==> config.mk <==
export PLATFORM = sky130hd
export DESIGN_NAME = rsr_ctrl
export DESIGN_NICKNAME = d
export VERILOG_FILES = /design/src/rtl/rsr_pkg.sv /design/src/rtl/rsr_scanner.sv /design/src/rtl/rsr_refresh_fifo.sv /design/src/rtl/rsr_line_table.sv /design/src/rtl/rsr_ctrl.sv
export SDC_FILE = /design/constraint.sdc
export NUM_CORES = 1
export LEC_CHECK = 0
export CORE_MARGIN = 3
export CORE_UTILIZATION = 45
export CTS_BUF_LIST = sky130_fd_sc_hd__clkbuf_16
export CTS_CLUSTER_SIZE = 14
export DETAILED_ROUTE_END_ITERATION = 6
export PLACE_DENSITY = 0.67
export SYNTH_ARGS = -nofsm -noshare
export SYNTH_HDL_FRONTEND = slang
export SYNTH_HIERARCHICAL = 1
export SYNTH_SLANG_ARGS = --single-unit
==> constraint.sdc <==
create_clock -name clk -period 10.8 [get_ports clk]
set_input_delay 2.16 -clock clk [delete_from_list [all_inputs] [get_ports clk]]
set_output_delay 2.16 -clock clk [all_outputs]
set_load 0.02 [all_outputs]
==> src/rtl/rsr_pkg.sv <==
package rsr_pkg;

    typedef enum logic [1:0] {
        ACT_NONE  = 2'd0,
        ACT_COPY  = 2'd1,
        ACT_WBACK = 2'd2,
        ACT_DROP  = 2'd3
    } act_e;

endpackage

==> src/rtl/rsr_scanner.sv <==
module rsr_scanner #(
    parameter int LINES = 64,
    parameter int IDX_W = 6
) (
    input  logic             clk,
    input  logic             rst_n,
    output logic [IDX_W-1:0] ptr_o
);
    logic [IDX_W-1:0] ptr_d, ptr_q;

    always_comb begin
        if (ptr_q == IDX_W'(LINES - 1)) ptr_d = '0;
        else                            ptr_d = ptr_q + 1'b1;
    end

    always_ff @(posedge clk) begin
        if (!rst_n) ptr_q <= '0;
        else        ptr_q <= ptr_d;
    end

    assign ptr_o = ptr_q;


    scan_step_chk: assert property (@(posedge clk) disable iff (!rst_n)
        1'b1 |=> (ptr_o == (($past(ptr_o) == IDX_W'(LINES - 1)) ? '0 : $past(ptr_o) + 1'b1)));

endmodule

==> src/rtl/rsr_refresh_fifo.sv <==
module rsr_refresh_fifo #(
    parameter int DEPTH = 4,
    parameter int IDX_W = 6
) (
    input  logic             clk,
    input  logic             rst_n,
    input  logic             push_i,
    input  logic [IDX_W-1:0] push_idx_i,
    input  logic             pop_i,
    output logic [IDX_W-1:0] head_o,
    output logic             full_o,
    output logic             empty_o
);
    localparam int PTR_W = (DEPTH > 1) ? $clog2(DEPTH) : 1;
    localparam int CNT_W = $clog2(DEPTH + 1);

    typedef struct packed {
        logic [DEPTH-1:0][IDX_W-1:0] slot;
        logic [PTR_W-1:0]            rd;
        logic [PTR_W-1:0]            wr;
        logic [CNT_W-1:0]            cnt;
    } fifo_t;

    fifo_t f_d, f_q;

    function automatic logic [PTR_W-1:0] bump(input logic [PTR_W-1:0] p);
        return (p == PTR_W'(DEPTH - 1)) ? '0 : p + 1'b1;
    endfunction

    always_comb begin
        f_d = f_q;
        if (push_i) begin
            f_d.slot[f_q.wr] = push_idx_i;
            f_d.wr           = bump(f_q.wr);
        end
        if (pop_i) f_d.rd = bump(f_q.rd);
        case ({push_i, pop_i})
            2'b10:   f_d.cnt = f_q.cnt + 1'b1;
            2'b01:   f_d.cnt = f_q.cnt - 1'b1;
            default: f_d.cnt = f_q.cnt;
        endcase
    end

    always_ff @(posedge clk) begin
        if (!rst_n) f_q <= '0;
        else        f_q <= f_d;
    end

    assign head_o  = f_q.slot[f_q.rd];
    assign full_o  = (f_q.cnt == CNT_W'(DEPTH));
    assign empty_o = (f_q.cnt == '0);


    fifo_bound_chk: assert property (@(posedge clk) disable iff (!rst_n)
        f_q.cnt <= CNT_W'(DEPTH));

    full_empty_excl_chk: assert property (@(posedge clk) disable iff (!rst_n)
        !(full_o && empty_o));

    no_push_full_chk: assert property (@(posedge clk) disable iff (!rst_n)
        push_i |-> !full_o);

    no_pop_empty_chk: assert property (@(posedge clk) disable iff (!rst_n)
        pop_i |-> !empty_o);

endmodule

==> src/rtl/rsr_line_table.sv <==
module rsr_line_table #(
    parameter int LINES = 64,
    parameter int WAY_W = 4,
    parameter int AGE_W = 4,
    parameter int IDX_W = 6
) (
    input  logic                          clk,
    input  logic                          rst_n,
    input  logic                          tick_i,
    input  logic                          wr_i,
    input  logic [IDX_W-1:0]              wr_idx_i,
    input  logic                          wr_dirty_i,
    input  logic                          pos_i,
    input  logic [IDX_W-1:0]              pos_idx_i,
    input  logic [WAY_W-1:0]              pos_rank_i,
    input  logic                          kill_i,
    input  logic [IDX_W-1:0]              kill_idx_i,
    input  logic                          queue_i,
    input  logic [IDX_W-1:0]              queue_idx_i,
    input  logic                          done_i,
    input  logic [IDX_W-1:0]              done_idx_i,
    output logic [LINES-1:0]              valid_o,
    output logic [LINES-1:0]              dirty_o,
    output logic [LINES-1:0]              pend_o,
    output logic [LINES-1:0][AGE_W-1:0]   age_o,
    output logic [LINES-1:0][WAY_W-1:0]   rank_o
);
    typedef struct packed {
        logic [LINES-1:0]            valid;
        logic [LINES-1:0]            dirty;
        logic [LINES-1:0]            pend;
        logic [LINES-1:0][AGE_W-1:0] age;
        logic [LINES-1:0][WAY_W-1:0] rank;
    } tbl_t;

    tbl_t t_d, t_q;

    always_comb begin
        t_d = t_q;
        for (int i = 0; i < LINES; i++) begin
            if (tick_i && (t_q.age[i] != '1))
                t_d.age[i] = t_q.age[i] + 1'b1;
            if (wr_i && (wr_idx_i == IDX_W'(i))) begin
                t_d.age[i]   = '0;
                t_d.valid[i] = 1'b1;
                t_d.dirty[i] = wr_dirty_i;
            end
            if (done_i && (done_idx_i == IDX_W'(i))) begin
                t_d.age[i]  = '0;
                t_d.pend[i] = 1'b0;
            end
            if (kill_i && (kill_idx_i == IDX_W'(i)))
                t_d.valid[i] = 1'b0;
            if (queue_i && (queue_idx_i == IDX_W'(i)))
                t_d.pend[i] = 1'b1;
            if (pos_i && (pos_idx_i == IDX_W'(i)))
                t_d.rank[i] = pos_rank_i;
        end
    end

    always_ff @(posedge clk) begin
        if (!rst_n) begin
            t_q.valid <= '0;
            t_q.dirty <= '0;
            t_q.pend  <= '0;
            t_q.age   <= '0;
            for (int i = 0; i < LINES; i++)
                t_q.rank[i] <= WAY_W'(i % (2 ** WAY_W));
        end else begin
            t_q <= t_d;
        end
    end

    assign valid_o = t_q.valid;
    assign dirty_o = t_q.dirty;
    assign pend_o  = t_q.pend;
    assign age_o   = t_q.age;
    assign rank_o  = t_q.rank;


    wr_age_clear_chk: assert property (@(posedge clk) disable iff (!rst_n)
        wr_i |=> (age_o[$past(wr_idx_i)] == '0) && valid_o[$past(wr_idx_i)]);

    done_unqueue_chk: assert property (@(posedge clk) disable iff (!rst_n)
        done_i |=> !pend_o[$past(done_idx_i)]);

endmodule

==> src/rtl/rsr_ctrl.sv <==
module rsr_ctrl
    import rsr_pkg::*;
#(
    parameter int SETS       = 4,
    parameter int WAYS       = 16,
    parameter int AGE_W      = 4,
    parameter int EXPIRE_AGE = 12,
    parameter int BUF_DEPTH  = 4,
    parameter int WRITE_CYC  = 6,
    localparam int SET_W     = $clog2(SETS),
    localparam int WAY_W     = $clog2(WAYS)
) (
    input  logic             clk,
    input  logic             rst_n,
    input  logic             tick_i,
    input  logic             dwr_valid_i,
    input  logic [SET_W-1:0] dwr_set_i,
    input  logic [WAY_W-1:0] dwr_way_i,
    input  logic             dwr_dirty_i,
    input  logic             pos_valid_i,
    input  logic [SET_W-1:0] pos_set_i,
    input  logic [WAY_W-1:0] pos_way_i,
    input  logic [WAY_W-1:0] pos_rank_i,
    output logic             copy_out_o,
    output logic             wb_req_o,
    output logic             inv_o,
    output logic [SET_W-1:0] act_set_o,
    output logic [WAY_W-1:0] act_way_o,
    output logic             copy_back_o,
    output logic [SET_W-1:0] cb_set_o,
    output logic [WAY_W-1:0] cb_way_o,
    output logic             buf_full_o,
    output logic             buf_empty_o
);
    localparam int LINES = SETS * WAYS;
    localparam int IDX_W = SET_W + WAY_W;
    localparam int CNT_W = $clog2(WRITE_CYC + 1);

    typedef struct packed {
        logic [CNT_W-1:0] cb_left;
        logic [CNT_W-1:0] arr_busy;
    } ctl_t;

    ctl_t c_d, c_q;

    logic [IDX_W-1:0]            scan_idx, head_idx, dwr_idx, pos_idx;
    logic [LINES-1:0]            line_valid, line_dirty, line_pend;
    logic [LINES-1:0][AGE_W-1:0] line_age;
    logic [LINES-1:0][WAY_W-1:0] line_rank;
    logic                        fifo_full, fifo_empty;
    logic                        due, important, cb_done;
    act_e                        act;

    assign dwr_idx = {dwr_set_i, dwr_way_i};
    assign pos_idx = {pos_set_i, pos_way_i};

    rsr_scanner #(.LINES(LINES), .IDX_W(IDX_W)) u_scan (
        .clk   (clk),
        .rst_n (rst_n),
        .ptr_o (scan_idx)
    );

    // Expiry decision for the line under the scanner
    always_comb begin
        due = line_valid[scan_idx] && !line_pend[scan_idx]
              && (line_age[scan_idx] >= AGE_W'(EXPIRE_AGE))
              && !(dwr_valid_i && (dwr_idx == scan_idx));
        important = (line_rank[scan_idx] < WAY_W'(WAYS / 2));
        if (!due)                         act = ACT_NONE;
        else if (important && !fifo_full) act = ACT_COPY;
        else if (line_dirty[scan_idx])    act = ACT_WBACK;
        else                              act = ACT_DROP;
    end

    // Copy-back engine and array occupancy
    always_comb begin
        c_d         = c_q;
        copy_back_o = !fifo_empty && (c_q.cb_left == '0)
                      && (c_q.arr_busy == '0) && !dwr_valid_i;
        cb_done     = (c_q.cb_left == CNT_W'(1));
        if (copy_back_o)          c_d.cb_left = CNT_W'(WRITE_CYC - 1);
        else if (c_q.cb_left != '0) c_d.cb_left = c_q.cb_left - 1'b1;
        if (dwr_valid_i)           c_d.arr_busy = CNT_W'(WRITE_CYC - 1);
        else if (c_q.arr_busy != '0) c_d.arr_busy = c_q.arr_busy - 1'b1;
    end

    always_ff @(posedge clk) begin
        if (!rst_n) c_q <= '0;
        else        c_q <= c_d;
    end

    rsr_refresh_fifo #(.DEPTH(BUF_DEPTH), .IDX_W(IDX_W)) u_fifo (
        .clk        (clk),
        .rst_n      (rst_n),
        .push_i     (act == ACT_COPY),
        .push_idx_i (scan_idx),
        .pop_i      (cb_done),
        .head_o     (head_idx),
        .full_o     (fifo_full),
        .empty_o    (fifo_empty)
    );

    rsr_line_table #(.LINES(LINES), .WAY_W(WAY_W), .AGE_W(AGE_W), .IDX_W(IDX_W)) u_tbl (
        .clk         (clk),
        .rst_n       (rst_n),
        .tick_i      (tick_i),
        .wr_i        (dwr_valid_i),
        .wr_idx_i    (dwr_idx),
        .wr_dirty_i  (dwr_dirty_i),
        .pos_i       (pos_valid_i),
        .pos_idx_i   (pos_idx),
        .pos_rank_i  (pos_rank_i),
        .kill_i      ((act == ACT_WBACK) || (act == ACT_DROP)),
        .kill_idx_i  (scan_idx),
        .queue_i     (act == ACT_COPY),
        .queue_idx_i (scan_idx),
        .done_i      (cb_done),
        .done_idx_i  (head_idx),
        .valid_o     (line_valid),
        .dirty_o     (line_dirty),
        .pend_o      (line_pend),
        .age_o       (line_age),
        .rank_o      (line_rank)
    );

    assign copy_out_o  = (act == ACT_COPY);
    assign wb_req_o    = (act == ACT_WBACK);
    assign inv_o       = (act == ACT_DROP);
    assign act_set_o   = scan_idx[IDX_W-1:WAY_W];
    assign act_way_o   = scan_idx[WAY_W-1:0];
    assign cb_set_o    = head_idx[IDX_W-1:WAY_W];
    assign cb_way_o    = head_idx[WAY_W-1:0];
    assign buf_full_o  = fifo_full;
    assign buf_empty_o = fifo_empty;


    one_action_chk: assert property (@(posedge clk) disable iff (!rst_n)
        $onehot0({copy_out_o, wb_req_o, inv_o}));

    drop_clears_chk: assert property (@(posedge clk) disable iff (!rst_n)
        (wb_req_o || inv_o) |=> !line_valid[$past(scan_idx)]);

    cb_no_overlap_chk: assert property (@(posedge clk) disable iff (!rst_n)
        copy_back_o |=> !copy_back_o);

    cb_defer_chk: assert property (@(posedge clk) disable iff (!rst_n)
        copy_back_o |-> !dwr_valid_i);

    copy_marks_chk: assert property (@(posedge clk) disable iff (!rst_n)
        copy_out_o |=> line_pend[$past(scan_idx)] && !buf_empty_o);

endmodule

==> results.txt, run 1 <==
The run finished with clean final reports. Summed over all failing endpoints, the final setup total negative slack is 0 ns. The tools report the maximum number of pins on one net before global-route repair as 195. The run gives 0 as the total congestion overflow after global routing.

Along the worst path, the maximum fanout reaches 33. Global routing usage summed across all routing layers: 24.9%. After detailed routing, the average wire length per cell comes to 22.2 um. The die covers 66,500 um2. The total area of multi-input combinational cells was 15,500 um2. The per-instance average area after synthesis was 8.88 um2; the number of standard cells after synthesis was 3,212. 40 I/O pins were placed. TritonCTS built the clock tree. Post-CTS timing repair inserted 0 buffers for setup.

Summing all flip-flop and latch instances after layout gives 11,100 um2. At the pin with the least slew margin, the transition time is 1.36 ns. The worst clock skew on the final layout is 0.0256 ns. The startpoint type of the worst setup path is a primary input.

Port buffering added 36 buffers. The tools report the number of slew-limit violations in the final report as 0. For the worst setup path, the data arrival time is 5.17 ns.

The first global-routing pass estimated 135,000 um of wire. The post-detailed-placement half-perimeter wirelength is 53,200 um, and the detail-routed via count per cell is 6.56. The cell at the root of the clock tree was sky130_fd_sc_hd__clkbuf_16. STA classifies the critical path endpoint as an output port. After clock tree synthesis, the clock-pin slew on the worst setup and hold paths is 0.06 ns. The smallest clock period supported by the final layout is computed as 7.33 ns. The clock sink total was 555. In this run the cell area of the synthesized design comes to 28,500 um2. The clock insertion delay at the later pin of the skew report came out at 0.64 ns.

For this configuration, the core starts out at a cell density of 45.9%. For the leakage power summed over all cells, the log shows 10.2 nW. The remaining number of nets flagged by the antenna check after routing was 0. The design draws 4.52 mW. The clock buffer count from CTS was 59; the routed wire length was 86,500 um.

After the last flow step, the layout net total stands at 3,123. For the worst setup path, the data required time is 8.64 ns. After the first detailed-routing iteration, the DRC count stood at 2,513. For this run, the top clock speed supported by timing is 137 MHz. The area growth from synthesis to layout is 6.84%.

The first detailed-routing pass ran for 6 iterations. In this run the standard cell core region covers 62,200 um2. The floorplan has 91 rows.

In this run, post-CTS hold repair placed 0 buffers. Routability-driven placement finished with a final weighted congestion of 0.847. In the finished design, the share of the clock period the worst path needs comes to 67.8%. Dividing total power by cell area gives a power density of 148 nW/um2. The count of instances resized after the clock tree is built is 0.

For the count of fill cells added during filler insertion, the log shows 5,848. Setup violations remaining at the end of the flow were counted as 0. Setup repair after global routing left no endpoint under its margin. The run gives 0.141 mV as the maximum resistive drop on vdd.

Fraction of final layout cells sized beyond drive strength 1: 8.94%. In this run the horizontal extent of the chip is 258 um. The tools report the via count of the first global-routing pass as 25,100. The number of buffers between clock root and the deepest sink is 3, and the initial antenna violation count is 2. The min-delay analysis places its worst path in the category reg2reg. The worst pin sits at a relative slew slack of 9.25%. Across all layers, the routed design uses 25,600 vias. The H-tree generated during clock tree synthesis spans 2 levels. The run gives 0 as the number of failing hold endpoints at the final stage. Number of design rule violations left after detail routing: 0. The critical setup path kind is in2out. The end-of-flow core utilization is 49.0%. Yosys printed 6 warnings. In this run the vertical extent of the chip is 258 um. Max-cap violations in this run came to 0.

The net count after synthesis was 3,311.
[power breakdown]
group / internal [mW] / leakage [nW] / switching (mW)
clock: 1.04 / 0.910 / 0.845
combinational: 0.168 / 4.77 / 0.304
sequential: 2.10 / 4.50 / 0.0643
total: 3.31 / 10.2 / 1.21
[path summary, 6_finish.rpt]
kind	end	startpoint	cells past startpoint	slack, ns
max	inv_o	dwr_way_i[0]	9	3.47
min	u_fifo/f_q[29]$_SDFFE_PN0P_	u_fifo/f_q[29]$_SDFFE_PN0P_	2	0.47
max reg2reg	u_tbl/pend_o[35]$_SDFFE_PN0P_	u_scan/ptr_o[0]$_SDFF_PP0_	11	5.28
min reg2reg	u_fifo/f_q[29]$_SDFFE_PN0P_	u_fifo/f_q[29]$_SDFFE_PN0P_	2	0.47
[sequential cells by signal (all words and copies together) (netlist names)]
signal / count
u_tbl/age_o: 256
u_tbl/dirty_o: 64
u_tbl/pend_o: 64
u_tbl/rank_o: 64
u_tbl/valid_o: 64
u_fifo/f_q: 31
c_q: 6
u_scan/ptr_o: 6
[stage by stage]
| stage | cell area, um2 | setup slack [ns] | std cells | hold slack [ns] |
|---|---|---|---|---|
| floorplan | 28500 | 5.36 | 3212 | 0.440 |
| global placement | 28700 | 3.61 | 3800 | 0.448 |
| detailed placement | 28700 | 3.58 | 3800 | 0.461 |
| CTS | 30500 | 3.56 | 3902 | 0.470 |
| global route | 30500 | 3.33 | 3902 | 0.488 |
| finish | 30500 | 3.47 | 3903 | 0.471 |
[area by class of cell]
type	count	share of cell area [%]
antenna	1	0.00821
clock buffer	60	4.93
timing repair buffer	79	2.27
clock inverter	42	0.788
sequential	555	36.5
multi-input combinational	2241	51.0
inverter	88	1.09
tap	837	3.44
[critical path, cell delays in order]
cell and delay [ns]:
sky130_fd_sc_hd__clkdlybuf4s50_1 0.45, sky130_fd_sc_hd__buf_4 0.31, sky130_fd_sc_hd__xnor2_1 0.16, sky130_fd_sc_hd__nand4_1 0.13
sky130_fd_sc_hd__nor4_1 0.97, sky130_fd_sc_hd__a21oi_2 0.04, sky130_fd_sc_hd__o211ai_2 0.27, sky130_fd_sc_hd__nor3b_2 0.10
sky130_fd_sc_hd__clkdlybuf4s50_1 0.56
[layout by cell type, fill, tap and decap left out, types with 7 or more instances in the layout]
| cell | n |
|---|---|
| sky130_fd_sc_hd__o221ai_1 | 51 |
| sky130_fd_sc_hd__or3_1 | 66 |
| sky130_fd_sc_hd__a21oi_1 | 205 |
| sky130_fd_sc_hd__nor4bb_1 | 9 |
| sky130_fd_sc_hd__inv_1 | 100 |
| sky130_fd_sc_hd__nor3b_1 | 12 |
| sky130_fd_sc_hd__or4b_1 | 9 |
| sky130_fd_sc_hd__clkdlybuf4s50_1 | 32 |
| sky130_fd_sc_hd__mux2i_1 | 23 |
| sky130_fd_sc_hd__nand2_1 | 135 |
| sky130_fd_sc_hd__a21boi_1 | 22 |
| sky130_fd_sc_hd__nand4bb_1 | 18 |
| sky130_fd_sc_hd__buf_4 | 42 |
| sky130_fd_sc_hd__nand3_1 | 206 |
| sky130_fd_sc_hd__o21ai_0 | 326 |
| sky130_fd_sc_hd__ha_1 | 76 |
| sky130_fd_sc_hd__clkinv_1 | 16 |
| sky130_fd_sc_hd__clkbuf_16 | 60 |
| sky130_fd_sc_hd__nand3b_1 | 75 |
| sky130_fd_sc_hd__a21boi_0 | 149 |
| sky130_fd_sc_hd__and3_1 | 68 |
| sky130_fd_sc_hd__nand4_1 | 82 |
| sky130_fd_sc_hd__xnor2_1 | 7 |
| sky130_fd_sc_hd__mux4_2 | 31 |
| sky130_fd_sc_hd__nor2b_1 | 28 |
| sky130_fd_sc_hd__nor2_1 | 93 |
| sky130_fd_sc_hd__o2111ai_1 | 9 |
| sky130_fd_sc_hd__a211oi_1 | 66 |
| sky130_fd_sc_hd__nand4b_1 | 37 |
| sky130_fd_sc_hd__o211ai_1 | 21 |
| sky130_fd_sc_hd__a221oi_1 | 10 |
| sky130_fd_sc_hd__o221a_2 | 60 |
| sky130_fd_sc_hd__a22oi_1 | 8 |
| sky130_fd_sc_hd__and4bb_2 | 10 |
| sky130_fd_sc_hd__dfxtp_1 | 551 |
| sky130_fd_sc_hd__and4b_1 | 81 |
| sky130_fd_sc_hd__clkinv_2 | 7 |
| sky130_fd_sc_hd__o221ai_2 | 15 |
| sky130_fd_sc_hd__nor3_1 | 135 |
[metal layers]
metal	GRT usage [%]	wire length (um)	up-vias
li1	-	-	11700
met1	32.4	35800	12500
met2	41.0	39700	1102
met3	4.32	7640	244
met4	10.3	3370	0
met5	0	0	-
Note: power is estimated with default switching activity, not from simulation.
==> run 2, diff against run 1 <==
PLACE_DENSITY = 0.7   (was 0.67)
clock period = 6.3 ns   (was 10.8 ns; I/O delays follow)
==> run 2 against run 1 <==
Effect of this change: die area unchanged; worst setup slack got worse by 2.7 ns; via count decreased by 1.9%; core utilization increased by 0.12 points; hold slack got worse by 0.0045 ns; combinational power increased by 66%; clock skew increased by 0.00054 ns; final area increased by 0.24%; critical endpoint unchanged; largest power group unchanged.
==> results.txt, run 2 (synthesis results as in run 1) <==
The die boundary width is 258 um (unchanged). The run gives 6 (unchanged) as the number of iterations in the first detailed-routing pass. The sum of negative setup slack is 0 ns (unchanged).

For the number of nets in the finished design, the log shows 3,129 (+0.19%). Leaving out fill and tap cells, the most frequent cell in the layout is sky130_fd_sc_hd__dfxtp_1. TritonCTS built the clock tree.

The logs give 0 (unchanged) for the count of instances resized after the clock tree is built and 0 (unchanged) for the number of slew-limit violations in the final report. The clock input transition at the sequential cells of the worst setup and hold paths was 0.06 ns (about the same); the total number of vias was 25,100 (-1.9%). The non-filler instance count after layout was 3,917 (+0.36%). The detail-routed net length per standard cell was 20.9 um (-5.6%).

For the cell area after placement, the log shows 28,800 um2 (+0.29%). The run finished with clean final reports. Relative to the synthesized area, the layout overhead comes to 7.09%. The effective utilization at floorplan came out at 45.9% (unchanged). Via count of the first global-routing pass: 23,200 (-7.3%). The register-to-register path setup slack came out at 1.46 ns (-3.82 ns). The number of design rule violations left after detail routing came out at 0 (unchanged). For the finished layout, the period the worst path requires is 5.55 ns.

The tools report the maximum resistive drop on vdd as 0.249 mV (+77%). The tools report the clock buffer count from CTS as 58 (-1.7%). The run gives 0.64 ns (about the same) as the clock insertion delay at the later pin of the skew report. The global routing usage summed across all routing layers was 23.8% (-1.1 points); the number of failing hold endpoints at the final stage was 0 (unchanged).

For the remaining number of nets flagged by the antenna check after routing, the log shows 0 (unchanged). The total non-filler cell area in the finished layout was 30,600 um2 (+0.24%); the power per cell area was 252 nW/um2 (+70%). The routability congestion estimate from global placement came out at 0.883 (+4.3%).

The number of buffers inserted to repair setup after CTS is 0 (unchanged), and the number of flip-flops under the largest register name is 256 (unchanged). By startpoint and endpoint, the worst setup path is classified as reg2out. The initial antenna violation count came out at 1 (-1). The worst hold-check slack came out at 0.466 ns (-0.00451 ns). The final clock period utilization by the worst path was 88.1%. Timing would allow up to 180 MHz. The clock sink total was 555 (unchanged); the headroom to the max-slew limit was 9.90% (+0.65 points).

The wire length of the first global-routing pass was 130,000 um (-4.1%). Maximum fanout encountered on the critical timing path: 37 (+12%). The top cell types in the final layout, fill and taps aside, are 551 x sky130_fd_sc_hd__dfxtp_1, 326 x sky130_fd_sc_hd__o21ai_0, 206 x sky130_fd_sc_hd__nand3_1, 205 x sky130_fd_sc_hd__a21oi_1, 149 x sky130_fd_sc_hd__a21boi_0. The total of max-cap violations is 0 (unchanged). The die height came out at 258 um (unchanged). The post-placement cell count was 3,807 (+0.18%); the post-detailed-placement half-perimeter wirelength was 50,300 um (-5.5%). For the required time at the worst-slack endpoint, the log shows 5.04 ns (-3.60 ns). The number of buffers inserted by port buffering is 36 (unchanged), and the signal arrival time at the worst endpoint is 4.29 ns (-0.88 ns).

The detail-routed via count per cell is 6.41 (-2.3%), and the placeable core area is 62,200 um2 (unchanged). The detailed router's first-iteration violation count is 2,595 (+3.3%). The tools report the kind of end point of the critical path as an output port. The worst clock skew on the final layout is 0.0262 ns (+0.000545 ns), and the cell row count is 91 (unchanged). Number of setup violations in the final report: 0 (unchanged). The worst setup path is launched from a register.

The run gives 1.32 ns (-2.26 ns) as the worst slack at placement. The number of buffers between clock root and the deepest sink is 3 (unchanged), and the total congestion overflow after global routing is 0 (unchanged). Setup repair after global routing left no endpoint under its margin.

For the area enclosed by the die boundary, the log shows 66,500 um2 (unchanged). The min-delay analysis places its worst path in the category reg2reg. The number of primary I/O pins was 40 (unchanged); the fraction of final layout cells sized beyond drive strength 1 was 9.13% (+0.19 points). The actual slew at the worst max-slew pin is 1.35 ns (-0.0140 ns), and the maximum number of pins on one net before global-route repair is 146 (-25%). For the CTS H-tree depth, the log shows 2 (unchanged).

The leakage power summed over all cells came out at 10.2 nW (+0.54%). Hold buffer count at cts: 0 (unchanged). The cell sitting at the root of the clock tree is a sky130_fd_sc_hd__clkbuf_16. The tools report the setup slack after layout as 0.749 ns (-2.73 ns).

The routed wire length came out at 81,900 um (-5.3%).
## run 2: layout make-up
type,instances,area (um2)
fillers,5922,31600
multi-input cells,2241,15500
flip-flops and latches,555,11100
clock buffers,59,1480
well taps,837,1050
repair buffers,86,782
inverters,88,333
clock inverters,50,254
diodes,1,2.50
## run 2: report_power, final
part	internal, mW	leakage (nW)	switching [mW]
clock	1.73	0.917	1.47
sequential	3.60	4.50	0.111
combinational	0.286	4.82	0.499
total	5.62	10.2	2.08
## run 2: critical path: stages, from the launching register on
cell                              delay (ns)
sky130_fd_sc_hd__dfxtp_4                0.78
sky130_fd_sc_hd__inv_2                  0.31
sky130_fd_sc_hd__mux4_2                 0.51
sky130_fd_sc_hd__nor4b_1                0.37
sky130_fd_sc_hd__o21ai_0                0.22
sky130_fd_sc_hd__a32oi_1                0.27
sky130_fd_sc_hd__o211ai_2               0.27
sky130_fd_sc_hd__nor3b_2                0.28
sky130_fd_sc_hd__clkdlybuf4s50_1        0.63
## run 2: final timing paths
check / startpoint / endpoint / depth (start not counted)
worst max-delay path: u_scan/ptr_o[1]$_SDFF_PP0_ / inv_o / 8
worst min-delay path: u_fifo/f_q[30]$_SDFFE_PN0P_ / u_fifo/f_q[30]$_SDFFE_PN0P_ / 2
worst max register to register: u_scan/ptr_o[1]$_SDFF_PP0_ / u_tbl/pend_o[8]$_SDFFE_PN0P_ / 12
worst min register to register: u_fifo/f_q[30]$_SDFFE_PN0P_ / u_fifo/f_q[30]$_SDFFE_PN0P_ / 2
## run 2: metal layers
layer	GRT usage [%]	up-vias	part of all wire, %
li1	-	11800	-
met1	33.6	12200	44
met2	36.7	949	44
met3	3.77	198	8.1
met4	9.27	0	3.6
met5	0	-	0
## run 2: metrics by stage
| stage | power (mW) | util [%] |
|---|---|---|
| 2_1_floorplan | 4.36 | - |
| 3_3_place_gp | 4.55 | 46.4 |
| 3_5_place_dp | 4.56 | 46.4 |
| 4_1_cts | 7.74 | 49.1 |
| 5_1_grt | 7.97 | 49.1 |
| 6_report | 7.70 | 49.1 |
